$ cat src/rtl/char_io_pkg.sv
package char_io_pkg;
  localparam int SLOT_W   = 2;
  localparam int SLOT_LSB = 2;
  localparam logic [SLOT_W-1:0] SLOT_KCTL = 2'd0;
  localparam logic [SLOT_W-1:0] SLOT_KDAT = 2'd1;
  localparam logic [SLOT_W-1:0] SLOT_DCTL = 2'd2;
  localparam logic [SLOT_W-1:0] SLOT_DDAT = 2'd3;

  typedef struct packed {
    logic              hit;
    logic              rdEn;
    logic [SLOT_W-1:0] slot;
    logic              kbdCtlRd;
    logic              kbdDatRd;
    logic              dspDatWr;
  } strobe_t;
endpackage

$ cat src/rtl/char_io_dec.sv
module char_io_dec
  import char_io_pkg::*;
#(
  parameter int ADDR_W = 32,
  parameter int HI_W   = 16,
  parameter logic [HI_W-1:0] BASE_HI = 16'hFFFF
) (
  input  logic [ADDR_W-1:0] busAddr,
  input  logic              busRead,
  input  logic              busWrite,
  output strobe_t           stb
);
  localparam int MID_LSB = SLOT_LSB + SLOT_W;
  localparam int MID_MSB = ADDR_W - HI_W - 1;

  logic              inWindow;
  logic [SLOT_W-1:0] slot;

  assign slot     = busAddr[SLOT_LSB +: SLOT_W];
  assign inWindow = (busAddr[ADDR_W-1 -: HI_W] == BASE_HI) &&
                    (busAddr[MID_MSB:MID_LSB] == '0);

  always_comb begin
    stb          = '0;
    stb.hit      = inWindow;
    stb.rdEn     = inWindow && busRead;
    stb.slot     = slot;
    stb.kbdCtlRd = inWindow && busRead  && (slot == SLOT_KCTL);
    stb.kbdDatRd = inWindow && busRead  && (slot == SLOT_KDAT);
    stb.dspDatWr = inWindow && busWrite && (slot == SLOT_DDAT);
  end
endmodule

$ cat src/rtl/char_io_dp.sv
module char_io_dp
  import char_io_pkg::*;
#(
  parameter int DATA_W = 32,
  parameter int CHAR_W = 8
) (
  input  logic              clk,
  input  logic              rstN,
  input  strobe_t           stb,
  input  logic [CHAR_W-1:0] wrChar,
  input  logic              keyValid,
  input  logic [CHAR_W-1:0] keyChar,
  input  logic              dispAccept,
  output logic [DATA_W-1:0] busRdata,
  output logic              dispValid,
  output logic [CHAR_W-1:0] dispChar,
  output logic              kbdReady,
  output logic              kbdOverrun,
  output logic              dspReady
);
  localparam int PAD_W = DATA_W - CHAR_W;

  logic [CHAR_W-1:0] kbdChar;
  logic              dspTake;

  assign dspTake = stb.dspDatWr && dspReady;

  // keyboard side
  always_ff @(posedge clk or negedge rstN) begin
    if (!rstN) begin
      kbdChar    <= '0;
      kbdReady   <= 1'b0;
      kbdOverrun <= 1'b0;
    end else begin
      if (keyValid) begin
        kbdChar  <= keyChar;
        kbdReady <= 1'b1;
      end else if (stb.kbdDatRd) begin
        kbdReady <= 1'b0;
      end
      if (keyValid && kbdReady && !stb.kbdDatRd)
        kbdOverrun <= 1'b1;
      else if (stb.kbdCtlRd)
        kbdOverrun <= 1'b0;
    end
  end

  // display side
  always_ff @(posedge clk or negedge rstN) begin
    if (!rstN) begin
      dspReady <= 1'b1;
      dispChar <= '0;
    end else if (dspTake) begin
      dspReady <= 1'b0;
      dispChar <= wrChar;
    end else if (!dspReady && dispAccept) begin
      dspReady <= 1'b1;
    end
  end

  assign dispValid = !dspReady;

  // read mux
  always_comb begin
    busRdata = '0;
    if (stb.rdEn && stb.hit) begin
      unique case (stb.slot)
        SLOT_KCTL: busRdata = {{(DATA_W-2){1'b0}}, kbdOverrun, kbdReady};
        SLOT_KDAT: busRdata = {{PAD_W{1'b0}}, kbdChar};
        SLOT_DCTL: busRdata = {{(DATA_W-1){1'b0}}, dspReady};
        default:   busRdata = '0;
      endcase
    end
  end
endmodule

$ cat src/rtl/char_io_port.sv
module char_io_port
  import char_io_pkg::*;
#(
  parameter int ADDR_W = 32,
  parameter int DATA_W = 32,
  parameter int CHAR_W = 8,
  parameter int HI_W   = 16,
  parameter logic [HI_W-1:0] BASE_HI = 16'hFFFF
) (
  input  logic              clk,
  input  logic              rstN,
  input  logic [ADDR_W-1:0] busAddr,
  input  logic              busRead,
  input  logic              busWrite,
  input  logic [DATA_W-1:0] busWdata,
  output logic [DATA_W-1:0] busRdata,
  output logic              busHit,
  input  logic              keyValid,
  input  logic [CHAR_W-1:0] keyChar,
  output logic              dispValid,
  output logic [CHAR_W-1:0] dispChar,
  input  logic              dispAccept
);
  strobe_t stb;
  logic    kbdReady;
  logic    kbdOverrun;
  logic    dspReady;

  char_io_dec #(.ADDR_W(ADDR_W), .HI_W(HI_W), .BASE_HI(BASE_HI)) u_dec (
    .busAddr (busAddr),
    .busRead (busRead),
    .busWrite(busWrite),
    .stb     (stb)
  );

  char_io_dp #(.DATA_W(DATA_W), .CHAR_W(CHAR_W)) u_dp (
    .clk       (clk),
    .rstN      (rstN),
    .stb       (stb),
    .wrChar    (busWdata[CHAR_W-1:0]),
    .keyValid  (keyValid),
    .keyChar   (keyChar),
    .dispAccept(dispAccept),
    .busRdata  (busRdata),
    .dispValid (dispValid),
    .dispChar  (dispChar),
    .kbdReady  (kbdReady),
    .kbdOverrun(kbdOverrun),
    .dspReady  (dspReady)
  );

  assign busHit = stb.hit && (busRead || busWrite);
endmodule

$ cat config.mk
export PLATFORM = sky130hd
export DESIGN_NAME = char_io_port
export DESIGN_NICKNAME = d
export VERILOG_FILES = /design/src/rtl/char_io_pkg.sv /design/src/rtl/char_io_dec.sv /design/src/rtl/char_io_dp.sv /design/src/rtl/char_io_port.sv
export SDC_FILE = /design/constraint.sdc
export NUM_CORES = 1
export LEC_CHECK = 0
export BUFFER_PORTS_ARGS = -buffer_cell sky130_fd_sc_hd__buf_2
export CORE_UTILIZATION = 32
export CTS_BUF_LIST = sky130_fd_sc_hd__clkbuf_4 sky130_fd_sc_hd__clkbuf_8
export DETAILED_ROUTE_END_ITERATION = 6
export GPL_TIMING_DRIVEN = 0
export PLACE_DENSITY = 0.89
export SYNTH_ARGS = -nofsm -noshare
export SYNTH_HDL_FRONTEND = slang
export SYNTH_SLANG_ARGS = --single-unit
$ cat constraint.sdc
create_clock -name clk -period 1.4 [get_ports clk]
set_input_delay 0.14 -clock clk [delete_from_list [all_inputs] [get_ports clk]]
set_output_delay 0.14 -clock clk [all_outputs]
set_load 0.01 [all_outputs]
==> Word level (Yosys, flattened, before mapping) <==
Index checks and enable logic that the tools add are counted.
W data, S select, Z words.
{ "totals": {"regBits": 19, "latchBits": 0, "mem_bits_rw": 0, "rom_bits": 0, "in_bits": 78, "output_inout_bits": 42, "elab_cells": 37, "mem_count": 0} }
{ "op_classes": {"add_sub_neg": 0, "n_mul": 0, "div": 0, "magnitude_cmp": 0, "n_eq_ne": 4, "shifts": 0, "n_mux": 8, "bitwise": 0, "reduce_logical": 20} }
{ "op_table": {"columns": ["cell", "count"], "rows": [
  ["$mux W32", 1],
  ["$pmux W8 S3", 1],
  ["$eq A16 B16 Y1 const B", 1],
  ["$logic_and A1 B1 Y1", 12],
  ["$logic_not A12 Y1", 1],
  ["$mux W1", 6],
  ["$reduce_bool A2 Y1", 3],
  ["$eq A2 B2 Y1 const B", 2],
  ["$eq A2 B1 Y1 const B", 1],
  ["$logic_not A1 Y1", 2],
  ["$logic_not A2 Y1", 1],
  ["$logic_or A1 B1 Y1", 1]
]} }

==> Depth between registers and ports, before layout <==
{ "logic_depth": {"depth_word": 7, "ltp_mapped": 4, "ltp_nobuf": 4} }

==> Modules after synthesis <==
Synthesis repeated with hierarchy kept, for this count alone.
{ "unflattened": {"hier_cells": 106, "hier_area_um2": 1173.6} }
{ "by_module_without_submodules": {"columns": ["module", "instances", "cells_per_inst", "area_per_inst_um2", "seq_area_each_um2"], "rows": [
  ["char_io_dp", 1, 83, 993.5, 476.7],
  ["char_io_dec", 1, 22, 172.7, 0.0],
  ["char_io_port", 1, 1, 7.5, 0.0]
]} }

==> Worst setup path after synthesis <==
No wires, ideal clock.
{ "synth_path": {"path_type": "input-to-reg", "start": "input port busAddr[4]", "end": "register u_dp.dispChar[0]", "setup_time_ps": 125, "arrival_time_ps": 1422, "t_required_ps": 1275, "slack_ps": -147, "stages": 4, "path_buffers": 0, "cell_sequence": "or4_4 -> nor4_4 -> nand4_4 -> mux2_2"} }
{ "synth_between": {"elab_chain_cells": 5} }
{ "synth_rtl": {"columns": ["element", "line", "rtl"], "rows": [
  ["start: declaration", "char_io_port.sv:12", "input logic [ADDR_W-1:0] busAddr,"],
  ["$logic_not A12 Y1", "char_io_dec.sv:21", "(busAddr[MID_MSB:MID_LSB] == '0);"],
  ["$logic_and A1 B1 Y1", "char_io_dec.sv:20", "assign inWindow = (busAddr[ADDR_W-1 -: HI_W] == BASE_HI) &&"],
  ["$logic_and A1 B1 Y1 (2 in a row)", "char_io_dec.sv:30", "stb.dspDatWr = inWindow && busWrite && (slot == SLOT_DDAT);"],
  ["$logic_and A1 B1 Y1", "char_io_dp.sv:26", "assign dspTake = stb.dspDatWr && dspReady;"],
  ["end signal: assignment", "char_io_dp.sv:55", "dispChar <= wrChar;"],
  ["end: declaration", "char_io_dp.sv:16", "output logic [CHAR_W-1:0] dispChar,"]
]} }
Every way passes these cells.
A chain may end at the register's enable or synchronous reset.

==> Worst setup path after layout <==
{ "layout_path": {"start": "input port busAddr[4]", "end": "output port busRdata[4]"} }
{ "layout_between": {"elab_chain_cells": 5} }
{ "layout_rtl": {"columns": ["element", "line", "rtl"], "rows": [
  ["$logic_not A12 Y1 *", "char_io_dec.sv:21", null],
  ["$logic_and A1 B1 Y1 *", "char_io_dec.sv:20", null],
  ["$logic_and A1 B1 Y1", "char_io_dec.sv:26", "stb.rdEn = inWindow && busRead;"],
  ["$logic_and A1 B1 Y1 *", "char_io_dp.sv:66", "if (stb.rdEn && stb.hit) begin"],
  ["$mux W32 *", "char_io_dp.sv:66", null],
  ["end: declaration", "char_io_port.sv:16", "output logic [DATA_W-1:0] busRdata,"]
]} }
Every way passes the cells marked *; elsewhere a longest branch is shown, timed or not.

==> impl_metrics.json <==
{
  "max_slew_margin_pct": 65.0,
  "yosysTopAreaCell": "dfrtp_1",
  "dr.pass1.iters": 4,
  "crit_arrival_ns": 1.59,
  "most-common-layout-cells": "buf_2 (66), buf_4 (25), conb_1 (24), dfrtp_1 (18), mux2_2 (16)",
  "finalPower_w": 0.00110,
  "grt_pass1_vias": 872,
  "yosysUniqueCellTypes": 30,
  "ys_seq_area_share_pct": 42.1,
  "worst_slack_ns": -0.333,
  "hpwl_mm": 2.04,
  "synth_top_family_by_area": "simple AND/OR/NAND/NOR gates",
  "worstSetupPathType": "input pin to primary output",
  "drive_above_1_share_pct": 61.9,
  "syn_area_sq_mm": 0.00113,
  "cts_tree": "yes",
  "num_rows": 21,
  "reg2regPathDepth": 3,
  "portBuffers": 68,
  "violations": "setup timing",
  "wl_per_cell_um": 10.1,
  "routed-via-count": 1008,
  "drc": 0,
  "setup_viol": 17,
  "worstMarginPinSlew_ns": 0.520,
  "clock-sinks": 19,
  "cap_violations": 0,
  "synth_top_area_share_pct": 39.7,
  "routed_wl_mm": 2.46,
  "grt_pass1_wl_mm": 3.43,
  "grt_max_degree": 20,
  "ioPinCount": 120,
  "fp.dieW_um": 61.5,
  "start_util_pct": 33.7,
  "fillers": 319,
  "finalSetupTns_ns": -3.55,
  "drt-initial-drc-count": 6,
  "syn_to_final_growth_pct": 49.7,
  "synthSimpleGateAreaFrac_pct": 18.9,
  "power_per_cell_area_mw_per_mm2": 647,
  "slew_violations": 0,
  "hold_violations": 0,
  "muxShareOfSynthArea_pct": 17.7,
  "vdd_drop_max_mv": 0.633,
  "clockBufferDepth": 2,
  "cp-start-kind": "input pin",
  "clkTransAtPathRegs_ns": 0.10,
  "syn_avg_cell_area_sq_um": 11.3,
  "final_common_cell": "buf_2",
  "synthTopCellsByArea": "dfrtp_1 (40%), buf_4 (16%), mux2_2 (16%)",
  "crit_path_max_fanout": 7,
  "routabilityCongestion": 0.691,
  "via_per_inst": 4.15,
  "cp-end-kind": "primary output",
  "placed_area_sq_mm": 0.00162,
  "coreArea_sq_mm": 0.00336,
  "clock_skew_ns": 0.000117,
  "cts_root_buf": "clkbuf_4",
  "antenna_found_initial": 0,
  "diodes": 0,
  "synth-seq-cells": 19,
  "nets": 276,
  "whs_path_depth": 2,
  "ant_nets": 0,
  "r2r_setup_slack_ns": -0.05,
  "fp.dieH_um": 61.5,
  "synthAdderAreaFrac_pct": 0,
  "synth_compound_area_share_pct": 3.86,
  "synth_warnings": 0,
  "fin_crit_sh_pct": 124,
  "synth_xor_area_share_pct": 0,
  "grt.total_usage_pct": 12.4,
  "rsz0062_at_grt": "yes",
  "final_cell_area_sq_mm": 0.00170,
  "h-tree-depth": 1,
  "finalCriticalPeriod_ns": 1.73,
  "p_leak_nw": 0.997,
  "cts-buffers-inserted": 3,
  "die_area_sq_mm": 0.00378,
  "synthesis.instances": 100,
  "status": "finished, violations left",
  "clock_latency_ns": 0.29,
  "critPathRequiredTime_ns": 1.26,
  "hp-class": "input pin to register",
  "overflow": 0,
  "fmax_mhz": 577
}
## area by class of cell
type	count	area (sq um)	area share, %
clock buffers	4	30.0	1.77
multi-input cells	76	567	33.4
repair buffers	70	370	21.8
plain buffers	26	188	11.1
inverters	2	7.51	0.442
well taps	46	57.6	3.39
flip-flops and latches	19	477	28.1
## layer usage
metal,share of wire [%],track usage (%)
met1,40,14.2
met2,48,22.3
met3,10,1.47
met4,1.3,6.67
met5,0,0
## through the flow
step           setup slack (ns)  cells  util (%)  hold slack [ns]
2_1_floorplan            -0.147    123         -           -0.156
3_3_place_gp             -0.453    237      48.1           0.0923
3_5_place_dp             -0.480    237      48.1           0.0928
4_1_cts                  -0.368    243      50.4           0.0417
5_1_grt                  -0.422    243      50.4           0.0472
6_report                 -0.333    243      50.4           0.0431
## final timing paths
path / endpoint / startpoint
setup / recovery: busRdata[4] / busAddr[4]
max in group asynchronous: u_dp.dspReady / rstN
min in group asynchronous: u_dp.dispChar[0] / rstN
setup reg to reg: u_dp.dispChar[7] / u_dp.dspReady
hold / removal: u_dp.dspReady / dispAccept
hold reg to reg: u_dp.kbdChar[3] / u_dp.kbdChar[3]
## flip-flops by register name (all words and copies together), names as in the netlist
register,count
u_dp.dspReady,1
u_dp.kbdOverrun,1
u_dp.kbdChar,8
u_dp.kbdReady,1
u_dp.dispChar,8
## critical path, stage by stage
cell	delay [ns]
buf_6	0.09
or4_4	0.54
nor4_4	0.24
and4_4	0.32
and2_1	0.14
buf_2	0.13
## power by group
group	internal [W]	leakage, nW	switching (W)	total (W)
registers	0.000572	0.233	0.0000114	0.000583
clock network	0.000130	0.0184	0.000161	0.000291
logic	0.000129	0.745	0.0000941	0.000223
total	0.000831	0.997	0.000267	0.00110
## what timing repair did
item | CTS | global route
buffers inserted | 1 | 0
hold buffers | 1 | 0
gates resized for setup | 6 | 0
hold endpoints to repair | 18 | 0
endpoints found under the setup margin | 17 | 17
pin swaps | 1 | 3
## synth_stat cells
library cell / instances
buf_4: 24
inv_1: 2
and2_0: 1
o21bai_1: 1
or4_4: 1
conb_1: 1
and2_1: 6
nor4_1: 1
and3_1: 1
dfrtp_1: 18
a31oi_1: 1
mux2_2: 16
o21ai_0: 1
and4_1: 1
nand3b_1: 1
nor4_4: 1
nor4_2: 1
a21oi_1: 2
nand2_1: 2
nor2b_1: 1
nand4b_1: 2
o21a_1: 2
nor2_1: 2
and4_2: 1
nand4_4: 1
and3_2: 1
mux2i_1: 2
nand4_1: 3
clkbuf_1: 2
dfstp_2: 1
## logic make-up (layout without fill, tap and decap cells)
logic type             count (synthesis)  count (layout)
multiplexers                          18              18
flip-flops                            19              19
other                                  1              24
AND/OR/NAND/NOR                       27              27
AO/OA/AOI/OAI                          7               7
buffers and inverters                 28             102
(Power assumes the default switching activity.)
